<file path="config.mk">
export PLATFORM = sky130hd
export DESIGN_NAME = tri_wire_shifter
export DESIGN_NICKNAME = d
export VERILOG_FILES = /design/src/rtl/tws_pkg.sv /design/src/rtl/tws_rate_gen.sv /design/src/rtl/tws_sk_sync.sv /design/src/rtl/tws_shift_eng.sv /design/src/rtl/tri_wire_shifter.sv
export SDC_FILE = /design/constraint.sdc
export NUM_CORES = 1
export LEC_CHECK = 0
export BUFFER_PORTS_ARGS = -buffer_cell sky130_fd_sc_hd__clkbuf_2
export CORE_MARGIN = 2
export CORE_UTILIZATION = 40
export CTS_BUF_LIST = sky130_fd_sc_hd__clkbuf_8
export DETAILED_ROUTE_END_ITERATION = 8
export PLACE_DENSITY = 0.63
export SETUP_SLACK_MARGIN = 0.2
export SLEW_MARGIN = 20
export SYNTH_ARGS = -nofsm -noshare
export SYNTH_HDL_FRONTEND = slang
export SYNTH_SLANG_ARGS = --single-unit
</file>
<file path="constraint.sdc">
create_clock -name clk -period 5.22 [get_ports clk]
set_clock_uncertainty 0.2 [all_clocks]
set_input_delay 1.044 -clock clk [delete_from_list [all_inputs] [get_ports clk]]
set_output_delay 1.044 -clock clk [all_outputs]
set_load 0.02 [all_outputs]
</file>
<file path="src/rtl/tws_pkg.sv">
package tws_pkg;

  typedef enum logic [1:0] {
    REG_DATA = 2'd0,
    REG_CTRL = 2'd1,
    REG_STAT = 2'd2
  } tws_reg_e;

  localparam int CTRL_MASTER_BIT = 2;
  localparam int STAT_BUSY_BIT   = 0;
  localparam int STAT_PEND_BIT   = 1;
  localparam int HALF_W          = 3;

  // system clocks per serial-clock half period for a rate code
  function automatic logic [HALF_W-1:0] half_len(input logic [1:0] code);
    case (code)
      2'd0:    half_len = HALF_W'(1);
      2'd1:    half_len = HALF_W'(2);
      default: half_len = HALF_W'(4);
    endcase
  endfunction

endpackage

</file>
<file path="src/rtl/tws_rate_gen.sv">
module tws_rate_gen #(
  parameter int CNT_W = 3
) (
  input  logic             clk,
  input  logic             rst,
  input  logic             run,
  input  logic [CNT_W-1:0] half,
  output logic             tick
);
  localparam logic [CNT_W-1:0] ONE = CNT_W'(1);

  logic [CNT_W-1:0] cnt;

  assign tick = run && (cnt == (half - ONE));

  always_ff @(posedge clk) begin
    if (rst || !run) cnt <= '0;
    else if (tick)   cnt <= '0;
    else             cnt <= cnt + ONE;
  end
endmodule

</file>
<file path="src/rtl/tws_sk_sync.sv">
module tws_sk_sync #(
  parameter int STAGES = 2
) (
  input  logic clk,
  input  logic rst,
  input  logic sk_pin,
  output logic rise,
  output logic fall
);
  logic [STAGES-1:0] chain;
  logic              prev;

  generate
    if (STAGES == 1) begin : g_one
      always_ff @(posedge clk) begin
        if (rst) chain <= '0;
        else     chain <= sk_pin;
      end
    end else begin : g_many
      always_ff @(posedge clk) begin
        if (rst) chain <= '0;
        else     chain <= {chain[STAGES-2:0], sk_pin};
      end
    end
  endgenerate

  always_ff @(posedge clk) begin
    if (rst) prev <= 1'b0;
    else     prev <= chain[STAGES-1];
  end

  assign rise = chain[STAGES-1] && !prev;
  assign fall = !chain[STAGES-1] && prev;
endmodule

</file>
<file path="src/rtl/tws_shift_eng.sv">
module tws_shift_eng #(
  parameter int W = 8
) (
  input  logic         clk,
  input  logic         rst,
  input  logic         load,
  input  logic [W-1:0] load_data,
  input  logic         start,
  input  logic         edge_rise,
  input  logic         edge_fall,
  input  logic         sdi,
  output logic [W-1:0] sr,
  output logic         busy,
  output logic         done
);
  localparam int            CW   = (W > 2) ? $clog2(W) : 1;
  localparam logic [CW-1:0] LAST = CW'(W - 1);

  logic [CW-1:0] bitcnt;
  logic          hold;

  assign done = busy && edge_fall && (bitcnt == LAST);

  always_ff @(posedge clk) begin
    if (rst) begin
      sr     <= '0;
      busy   <= 1'b0;
      bitcnt <= '0;
      hold   <= 1'b0;
    end else if (!busy) begin
      if (load) sr <= load_data;
      if (start) begin
        busy   <= 1'b1;
        bitcnt <= '0;
      end
    end else begin
      if (edge_rise) hold <= sdi;
      if (edge_fall) begin
        sr     <= {sr[W-2:0], hold};
        bitcnt <= bitcnt + CW'(1);
        if (bitcnt == LAST) busy <= 1'b0;
      end
    end
  end
endmodule

</file>
<file path="src/rtl/tri_wire_shifter.sv">
module tri_wire_shifter #(
  parameter int W           = 8,
  parameter int SYNC_STAGES = 2
) (
  input  logic         clk,
  input  logic         rst,
  input  logic         reg_wr,
  input  logic [1:0]   reg_addr,
  input  logic [W-1:0] reg_wdata,
  output logic [W-1:0] reg_rdata,
  input  logic         sk_in,
  output logic         sk_out,
  output logic         sk_oe,
  input  logic         si,
  output logic         so,
  output logic         irq
);
  import tws_pkg::*;

  logic [1:0]   cfg_rate;
  logic         cfg_master;
  logic         pend;
  logic         sk_q;
  logic         m_tick, s_rise, s_fall;
  logic         shift_rise, shift_fall;
  logic         load_req, start_req, pend_clr;
  logic [W-1:0] sr;
  logic         busy, done;

  assign load_req  = reg_wr && (reg_addr == REG_DATA);
  assign start_req = reg_wr && (reg_addr == REG_STAT) && reg_wdata[STAT_BUSY_BIT];
  assign pend_clr  = reg_wr && (reg_addr == REG_STAT) && reg_wdata[STAT_PEND_BIT];

  always_ff @(posedge clk) begin
    if (rst) begin
      cfg_rate   <= 2'd0;
      cfg_master <= 1'b0;
    end else if (reg_wr && (reg_addr == REG_CTRL)) begin
      cfg_rate   <= reg_wdata[1:0];
      cfg_master <= reg_wdata[CTRL_MASTER_BIT];
    end
  end

  tws_rate_gen #(.CNT_W(HALF_W)) u_rate (
    .clk  (clk),
    .rst  (rst),
    .run  (busy && cfg_master),
    .half (half_len(cfg_rate)),
    .tick (m_tick)
  );

  always_ff @(posedge clk) begin
    if (rst || !(busy && cfg_master)) sk_q <= 1'b0;
    else if (m_tick)                  sk_q <= !sk_q;
  end

  tws_sk_sync #(.STAGES(SYNC_STAGES)) u_sync (
    .clk    (clk),
    .rst    (rst),
    .sk_pin (sk_in),
    .rise   (s_rise),
    .fall   (s_fall)
  );

  assign shift_rise = cfg_master ? (m_tick && !sk_q) : s_rise;
  assign shift_fall = cfg_master ? (m_tick &&  sk_q) : s_fall;

  tws_shift_eng #(.W(W)) u_eng (
    .clk       (clk),
    .rst       (rst),
    .load      (load_req),
    .load_data (reg_wdata),
    .start     (start_req),
    .edge_rise (shift_rise),
    .edge_fall (shift_fall),
    .sdi       (si),
    .sr        (sr),
    .busy      (busy),
    .done      (done)
  );

  always_ff @(posedge clk) begin
    if (rst)           pend <= 1'b0;
    else if (done)     pend <= 1'b1;
    else if (pend_clr) pend <= 1'b0;
  end

  always_ff @(posedge clk) begin
    if (rst) reg_rdata <= '0;
    else begin
      case (reg_addr)
        REG_DATA: reg_rdata <= sr;
        REG_CTRL: reg_rdata <= {{(W-3){1'b0}}, cfg_master, cfg_rate};
        REG_STAT: reg_rdata <= {{(W-2){1'b0}}, pend, busy};
        default:  reg_rdata <= '0;
      endcase
    end
  end

  assign sk_out = sk_q;
  assign sk_oe  = cfg_master;
  assign so     = sr[W-1];
  assign irq    = pend;
endmodule

</file>
==> insert_results.sql, run 1 <==
INSERT INTO impl_metrics (metric_group, metric, value, unit) VALUES
('critical_path', 'critPathLaunchType', 'flip-flop', ''),
('final_layout', 'finish.net_count', '203', ''),
('pwr', 'p_per_area', '309', 'nW/um^2'),
('routing', 'drt-pass1-iter-count', '4', ''),
('routing', 'drt_iter0_markers', '45', ''),
('critical_path', 'critPathRequiredTime', '5.17', 'ns'),
('final_layout', 'mostFrequentLayoutCell', 'dfxtp_1', ''),
('synth', 'ys_async_sr_fraction', '0', ''),
('placed_design', 'hpwlAfterDp', '2.07', 'mm'),
('synth', 'synth-seq-cells', '32', ''),
('worst_hold_path', 'hp-start', 'u_sync.chain[0]$_SDFF_PP0_', ''),
('synth', 'dominantRegCellSynth', 'dfxtp_1', ''),
('floorplanning', 'num_rows', '22', ''),
('sta', 'drv_slew', '0', ''),
('clock_network', 'cts_root_buffer', 'clkbuf_8', ''),
('sta', 'timing.max_slew.rel_slack', '0.419', ''),
('synth', 'syn-num-nets', '180', ''),
('synth', 'yosysSeqAreaShare', '0.423', ''),
('global_route', 'global_route.overflow_total', '0', ''),
('floorplanning', 'die_width', '65.5', 'um'),
('critical_path', 'worstReg2RegStart', 'cfg_rate[1]$_SDFFE_PP0P_', ''),
('global_route', 'antenna_found_initial', '0', ''),
('sta', 'count_of_final_setup_violators', '0', ''),
('clock_network', 'insertion_delay', '0.28', 'ns'),
('pwr', 'pwr-share-seq', '0.460', ''),
('worst_hold_path', 'min_delay_worst_type', 'flip-flop to flip-flop', ''),
('routing', 'route.final.wire_length', '2.94', 'mm'),
('critical_path', 'critPathSlowestCell', 'o211ai_2', ''),
('clock_network', 'holdBufCountCts', '0', ''),
('synth', 'syn_area', '1520', 'sq um'),
('run_status', 'outcome', 'completed', ''),
('clock_network', 'tritoncts.num_buffers', '5', ''),
('synth', 'synth_cells', '161', ''),
('floorplanning', 'die_h', '65.5', 'um'),
('synth', 'netlist-cell-type-count', '37', ''),
('routing', 'avgRoutedWirePerCell', '12.6', 'um'),
('run', 'maxCapViolCount', '0', ''),
('critical_path', 'cp.arrival', '2.69', 'ns'),
('critical_path', 'worst-setup-path-type', 'flip-flop to flip-flop', ''),
('clock_network', 'clock_sinks', '32', ''),
('critical_path', 'cpLargestDelayFamily', 'compound AO/OA/AOI/OAI gates', ''),
('critical_path', 'setup.worst_path.end_class', 'flip-flop', ''),
('synth', 'ys.warnings.count', '0', ''),
('floorplanning', 'dieArea', '4300', 'sq um'),
('final_layout', 'layout_common_cells', 'dfxtp_1 (32), clkbuf_2 (26), mux2i_1 (23)', ''),
('pwr', 'p_leak', '0.738', 'nW'),
('global_route', 'first_global_vias', '1121', ''),
('floorplanning', 'floorplan.core_area', '3660', 'sq um'),
('clock_network', 'post_cts_resized', '0', ''),
('clock_network', 'clkSlewWorstSetupHoldPaths', '0.06', 'ns'),
('clock_network', 'number_of_buffers_inserted_by_post_cts_setup_repair', '0', ''),
('sta', 'period_needed', '2.74', 'ns'),
('final_layout', 'syn_to_final_growth', '17.0', '%'),
('pwr', 'vdd_ir_drop_max', '0.129', 'mV'),
('final_layout', 'nFillCells', '366', ''),
('routing', 'drc_errors', '0', ''),
('global_route', 'grt_start_max_net_pins', '32', ''),
('final_layout', 'n_antenna_cell', '0', ''),
('pwr', 'netSwitchingPower', '0.000113', 'W'),
('final_layout', 'register_cell_area_after_layout', '641', 'sq um'),
('global_route', 'grt_pass1_wl', '5.01', 'mm'),
('critical_path', 'crit_chain', 'or2_2 > ha_1 > xnor2_1 > a211o_1 > o211ai_2 > mux2i_1 > nor2_1', ''),
('critical_path', 'worst_path_bufs_invs', '0', ''),
('pwr', 'share_clk_of_total_power', '0.465', ''),
('sta', 'fin_setup_tns', '0', 'ns'),
('sta', 'grt_setup_unrepaired', 'false', ''),
('sta', 'timing.fmax', '365', 'MHz'),
('sta', 'transition_at_the_pin_with_the_smallest_max_transition_slack', '0.870', 'ns'),
('floorplanning', 'initial_utilization', '0.414', ''),
('clock_network', 'cts_tree', 'done', ''),
('pwr', 'switching_share', '0.206', '');
[synthesized netlist by cell type, types with 3 or more instances]
cell / count / area, sq um
dfxtp_1: 32 / 641
nor3_1: 3 / 15.0
xnor2_1: 3 / 26.3
clkbuf_1: 4 / 15.0
and2_1: 5 / 31.3
nand3_1: 4 / 20.0
ha_1: 4 / 50.1
nand2_1: 13 / 48.8
mux2i_1: 23 / 230
nor2b_1: 4 / 25.0
a31oi_1: 3 / 18.8
o21ai_0: 11 / 55.1
nor2_1: 20 / 75.1
[worst paths after layout]
path / to / slack, ns / cells after the start
setup / recovery: u_eng.sr[5]$_SDFFE_PP0P_ / 2.48 / 7
setup reg to reg: u_eng.sr[5]$_SDFFE_PP0P_ / 2.48 / 7
hold reg to reg: u_sync.chain[1]$_SDFF_PP0_ / 0.26 / 1
hold / removal: u_sync.chain[1]$_SDFF_PP0_ / 0.26 / 1
[area by class of cell]
cell class	instances	share of cell area
clock buffer	7	0.0543
clock inverter	1	0.0169
inverter	1	0.00212
multi-input combinational	118	0.458
sequential	32	0.361
tap	48	0.0339
timing repair buffer	26	0.0734
[state kept, by name, indices dropped and copies added (netlist names)]
signal and flops:
u_eng.bitcnt 3, sk_out 1, reg_rdata 8, u_rate.cnt 3, u_eng.busy 1, u_sync.chain 2
irq 1, cfg_rate 2, u_eng.sr 8, u_eng.hold 1, sk_oe 1, u_sync.prev 1
[logic make-up after synthesis]
logic type | count (synthesis) | synth area share
muxes | 23 | 0.152
buffers and inverters | 11 | 0.0413
and+or+nand+nor | 64 | 0.220
AOI/OAI and AO/OA | 23 | 0.0974
adders and majority gates | 4 | 0.0330
xor gates and xnor gates | 4 | 0.0330
DFF | 32 | 0.423
[stage by stage]
stage | hold WS (ns) | cells | setup slack [ns] | total power (W) | area, sq um
finish | 0.256 | 233 | 2.48 | 0.000547 | 1770
global route | 0.285 | 233 | 2.27 | 0.000572 | 1770
CTS | 0.263 | 233 | 2.49 | 0.000553 | 1770
detailed placement | 0.234 | 225 | 2.29 | 0.000298 | 1650
global placement | 0.232 | 225 | 2.33 | 0.000298 | 1650
floorplan | 0.214 | 161 | 2.46 | 0.000288 | 1520
[per-layer routing]
metal  GRT usage  wire length (um)  up-vias
met3      0.0462               137        4
met4      0.0625                40        0
met5           0                 0        -
li1            -                 -      607
met1       0.186              1310      581
met2       0.256              1450       27
[power by group through the flow]
stage           logic, W  clock network, W  registers, W
6_report       0.0000409          0.000254      0.000252
4_1_cts        0.0000412          0.000260      0.000252
3_3_place_gp   0.0000404                 0      0.000257
2_1_floorplan  0.0000327                 0      0.000256
5_1_grt        0.0000448          0.000275      0.000252
3_5_place_dp   0.0000410                 0      0.000257
No activity file was read; power rests on OpenSTA's default activity.
==> run 2, diff against run 1 <==
Settings changed: PLACE_DENSITY 0.63 to 0.66.
Clock period 5.22 ns to 2.3 ns, I/O delays scaled along.
==> insert_results.sql, run 2 (synthesis results as in run 1) <==
INSERT INTO impl_metrics (metric_group, metric, value, unit) VALUES
('clock_network', 'max-clock-path-buffers', '2', ''),
('global_route', 'grt_start_max_net_pins', '27', ''),
('final_layout', 'mostFrequentLayoutCell', 'dfxtp_1', ''),
('critical_path', 'worst-setup-path-type', 'flip-flop to flip-flop', ''),
('global_route', 'first_global_vias', '1104', ''),
('final_layout', 'syn_to_final_growth', '20.1', '%'),
('floorplanning', 'num_rows', '22', ''),
('floorplanning', 'floorplan.core_area', '3660', 'sq um'),
('critical_path', 'critPathLaunchType', 'flip-flop', ''),
('critical_path', 'setup.worst_path.end_class', 'flip-flop', ''),
('routing', 'route.final.wire_length', '3.06', 'mm'),
('global_route', 'global_route.overflow_total', '0', ''),
('floorplanning', 'die_h', '65.5', 'um'),
('worst_hold_path', 'hold_depth', '2', ''),
('sta', 'grt_setup_unrepaired', 'true', ''),
('sta', 'timing.fmax', '448', 'MHz'),
('clock_network', 'holdBufCountCts', '0', ''),
('critical_path', 'cp.arrival', '2.20', 'ns'),
('worst_hold_path', 'min_delay_worst_type', 'primary input to flip-flop', ''),
('final_layout', 'finish.cell_count_without_fillers', '238', ''),
('clock_network', 'cts_root_buffer', 'clkbuf_8', ''),
('routing', 'drt-pass1-iter-count', '4', ''),
('pwr', 'total_power', '0.00112', 'W'),
('sta', 'count_of_final_setup_violators', '0', ''),
('clock_network', 'clock_tree.htree_level_count', '2', ''),
('critical_path', 'critPathRequiredTime', '2.27', 'ns'),
('clock_network', 'insertion_delay', '0.28', 'ns'),
('sta', 'period_needed', '2.23', 'ns'),
('final_layout', 'finish.net_count', '208', ''),
('routing', 'detailroute.via_count', '1172', ''),
('sta', 'timing.final.ws_setup', '0.0679', 'ns'),
('critical_path', 'r2r-end', 'u_eng.sr[5]$_SDFFE_PP0P_', ''),
('pwr', 'p_per_area', '616', 'nW/um^2'),
('sta', 'timing.max_slew.rel_slack', '0.691', ''),
('final_layout', 'largest_registers', 'reg_rdata (8), u_eng.sr (8)', ''),
('routing', 'avgRoutedWirePerCell', '12.8', 'um'),
('routing', 'drc_errors', '0', ''),
('clock_network', 'cts_tree', 'done', ''),
('worst_hold_path', 'worst_hold_path.endpoint', 'u_sync.chain[0]$_SDFF_PP0_', ''),
('placed_design', 'cell_area_placed', '1730', 'sq um'),
('critical_path', 'critical_path.max_fanout', '12', ''),
('pwr', 'p_leak', '0.753', 'nW'),
('global_route', 'antenna_found_initial', '0', ''),
('floorplanning', 'dieArea', '4300', 'sq um'),
('sta', 'count_of_endpoints_failing_hold_in_the_final_timing_report', '0', ''),
('critical_path', 'worstReg2RegStart', 'cfg_rate[0]$_SDFFE_PP0P_', ''),
('clock_network', 'clkSlewWorstSetupHoldPaths', '0.07', 'ns'),
('routing', 'routed_via_density', '4.92', ''),
('global_route', 'grt_use_total', '0.162', ''),
('run_status', 'outcome', 'completed', ''),
('placed_design', 'placed_cells_incl_taps', '230', ''),
('critical_path', 'r2r_slack', '0.07', 'ns'),
('pwr', 'netSwitchingPower', '0.000267', 'W'),
('floorplanning', 'die_width', '65.5', 'um'),
('floorplanning', 'floorplan.io_pins', '27', ''),
('final_layout', 'layout_common_cells', 'dfxtp_1 (30), clkbuf_2 (26), mux2i_1 (23)', ''),
('sta', 'transition_at_the_pin_with_the_smallest_max_transition_slack', '0.460', 'ns'),
('routing', 'drt_iter0_markers', '57', ''),
('clock_network', 'post_cts_resized', '0', ''),
('placed_design', 'numPortBuffers', '26', ''),
('clock_network', 'tritoncts.num_buffers', '5', ''),
('placed_design', 'place_worst_setup_slack', '0.0443', 'ns'),
('final_layout', 'final_cell_area', '1820', 'sq um'),
('global_route', 'grt_pass1_wl', '5.20', 'mm'),
('pwr', 'internal-power', '0.000853', 'W'),
('sta', 'final_min_period_over_clock_period', '0.970', ''),
('final_layout', 'drive_above_1_share', '0.258', ''),
('critical_path', 'rr_worst_depth', '8', ''),
('final_layout', 'n_antenna_cell', '0', ''),
('run', 'maxCapViolCount', '0', ''),
('worst_hold_path', 'hp-start', 'sk_in', ''),
('pwr', 'switching_share', '0.239', ''),
('sta', 'drv_slew', '0', ''),
('sta', 'whs', '0.193', 'ns'),
('pwr', 'share_clk_of_total_power', '0.394', ''),
('pwr', 'vdd_ir_drop_max', '0.247', 'mV'),
('pwr', 'combPwrFrac', '0.098', ''),
('placed_design', 'globalplace.congestion', '0.824', ''),
('floorplanning', 'initial_utilization', '0.414', ''),
('routing', 'final_antenna_net_count', '0', ''),
('placed_design', 'hpwlAfterDp', '2.27', 'mm'),
('final_layout', 'nFillCells', '357', ''),
('clock_network', 'clock_sinks', '32', ''),
('pwr', 'pwr-share-seq', '0.508', '');
==> run 2: cell count changes in the layout (fill, tap and decap cells not counted), sizes merged <==
cell and delta:
clkbuf -1, clkinv +2, buf +5, bufinv -1
==> run 2: worst max-delay path by stage <==
stage | cells after the start | to | slack, ns | start
detailed placement | 8 | u_eng.sr[6]$_SDFFE_PP0P_ | 0.04 | cfg_rate[0]$_SDFFE_PP0P_
finish | 8 | u_eng.sr[5]$_SDFFE_PP0P_ | 0.07 | cfg_rate[0]$_SDFFE_PP0P_
CTS | 8 | u_eng.sr[6]$_SDFFE_PP0P_ | 0.06 | cfg_rate[0]$_SDFFE_PP0P_
global route | 8 | u_eng.bitcnt[1]$_SDFFE_PP0P_ | -0.03 | cfg_rate[0]$_SDFFE_PP0P_
floorplan | 8 | u_eng.sr[0]$_SDFFE_PP0P_ | 0.15 | cfg_rate[0]$_SDFFE_PP0P_
global placement | 8 | u_eng.sr[7]$_SDFFE_PP0P_ | 0.13 | cfg_rate[0]$_SDFFE_PP0P_
==> run 2: routing by layer <==
metal	global-route usage	share of wire	vias up
met4	0.0781	0.023	0
met2	0.260	0.48	23
li1	-	-	619
met3	0.0514	0.040	5
met5	0	0	-
met1	0.196	0.46	525
==> run 2: critical path, stage by stage, from the launching register on <==
cell      delay (ns)
dfxtp_2         0.35
or2_4           0.26
ha_4            0.21
xnor2_1         0.14
a211o_1         0.33
o211ai_4        0.20
buf_12          0.17
mux2i_1         0.20
nor2_1          0.05
==> run 2: repair_timing <==
action | 4_1_cts | 5_1_grt
pin swaps | 1 | 0
endpoints found under the setup margin | 12 | 14
setup buffers | 0 | 0
gates cloned | 0 | 0
==> run 2: layout make-up <==
cell class,count,area [sq um],area share
Multi-Input combinational cell,118,840,0.461
Sequential cell,32,643,0.354
Timing Repair Buffer,31,180,0.0990
Clock buffer,6,82.6,0.0454
Tap cell,48,60.1,0.0330
Clock inverter,2,10.0,0.00550
Inverter,1,3.75,0.00206
==> run 2: per-stage QoR <==
step,utilization,setup TNS [ns]
finish,0.497,0
global route,0.497,-0.0651
CTS,0.497,0
detailed placement,0.472,0
global placement,0.472,0
floorplan,-,0
==> run 2: power by group through the flow <==
stage | clock network [W] | registers (W) | logic [W]
2_1_floorplan | 0 | 0.000581 | 0.0000805
3_3_place_gp | 0 | 0.000581 | 0.000109
3_5_place_dp | 0 | 0.000581 | 0.000110
4_1_cts | 0.000457 | 0.000569 | 0.000111
5_1_grt | 0.000473 | 0.000570 | 0.000121
6_report | 0.000441 | 0.000569 | 0.000110
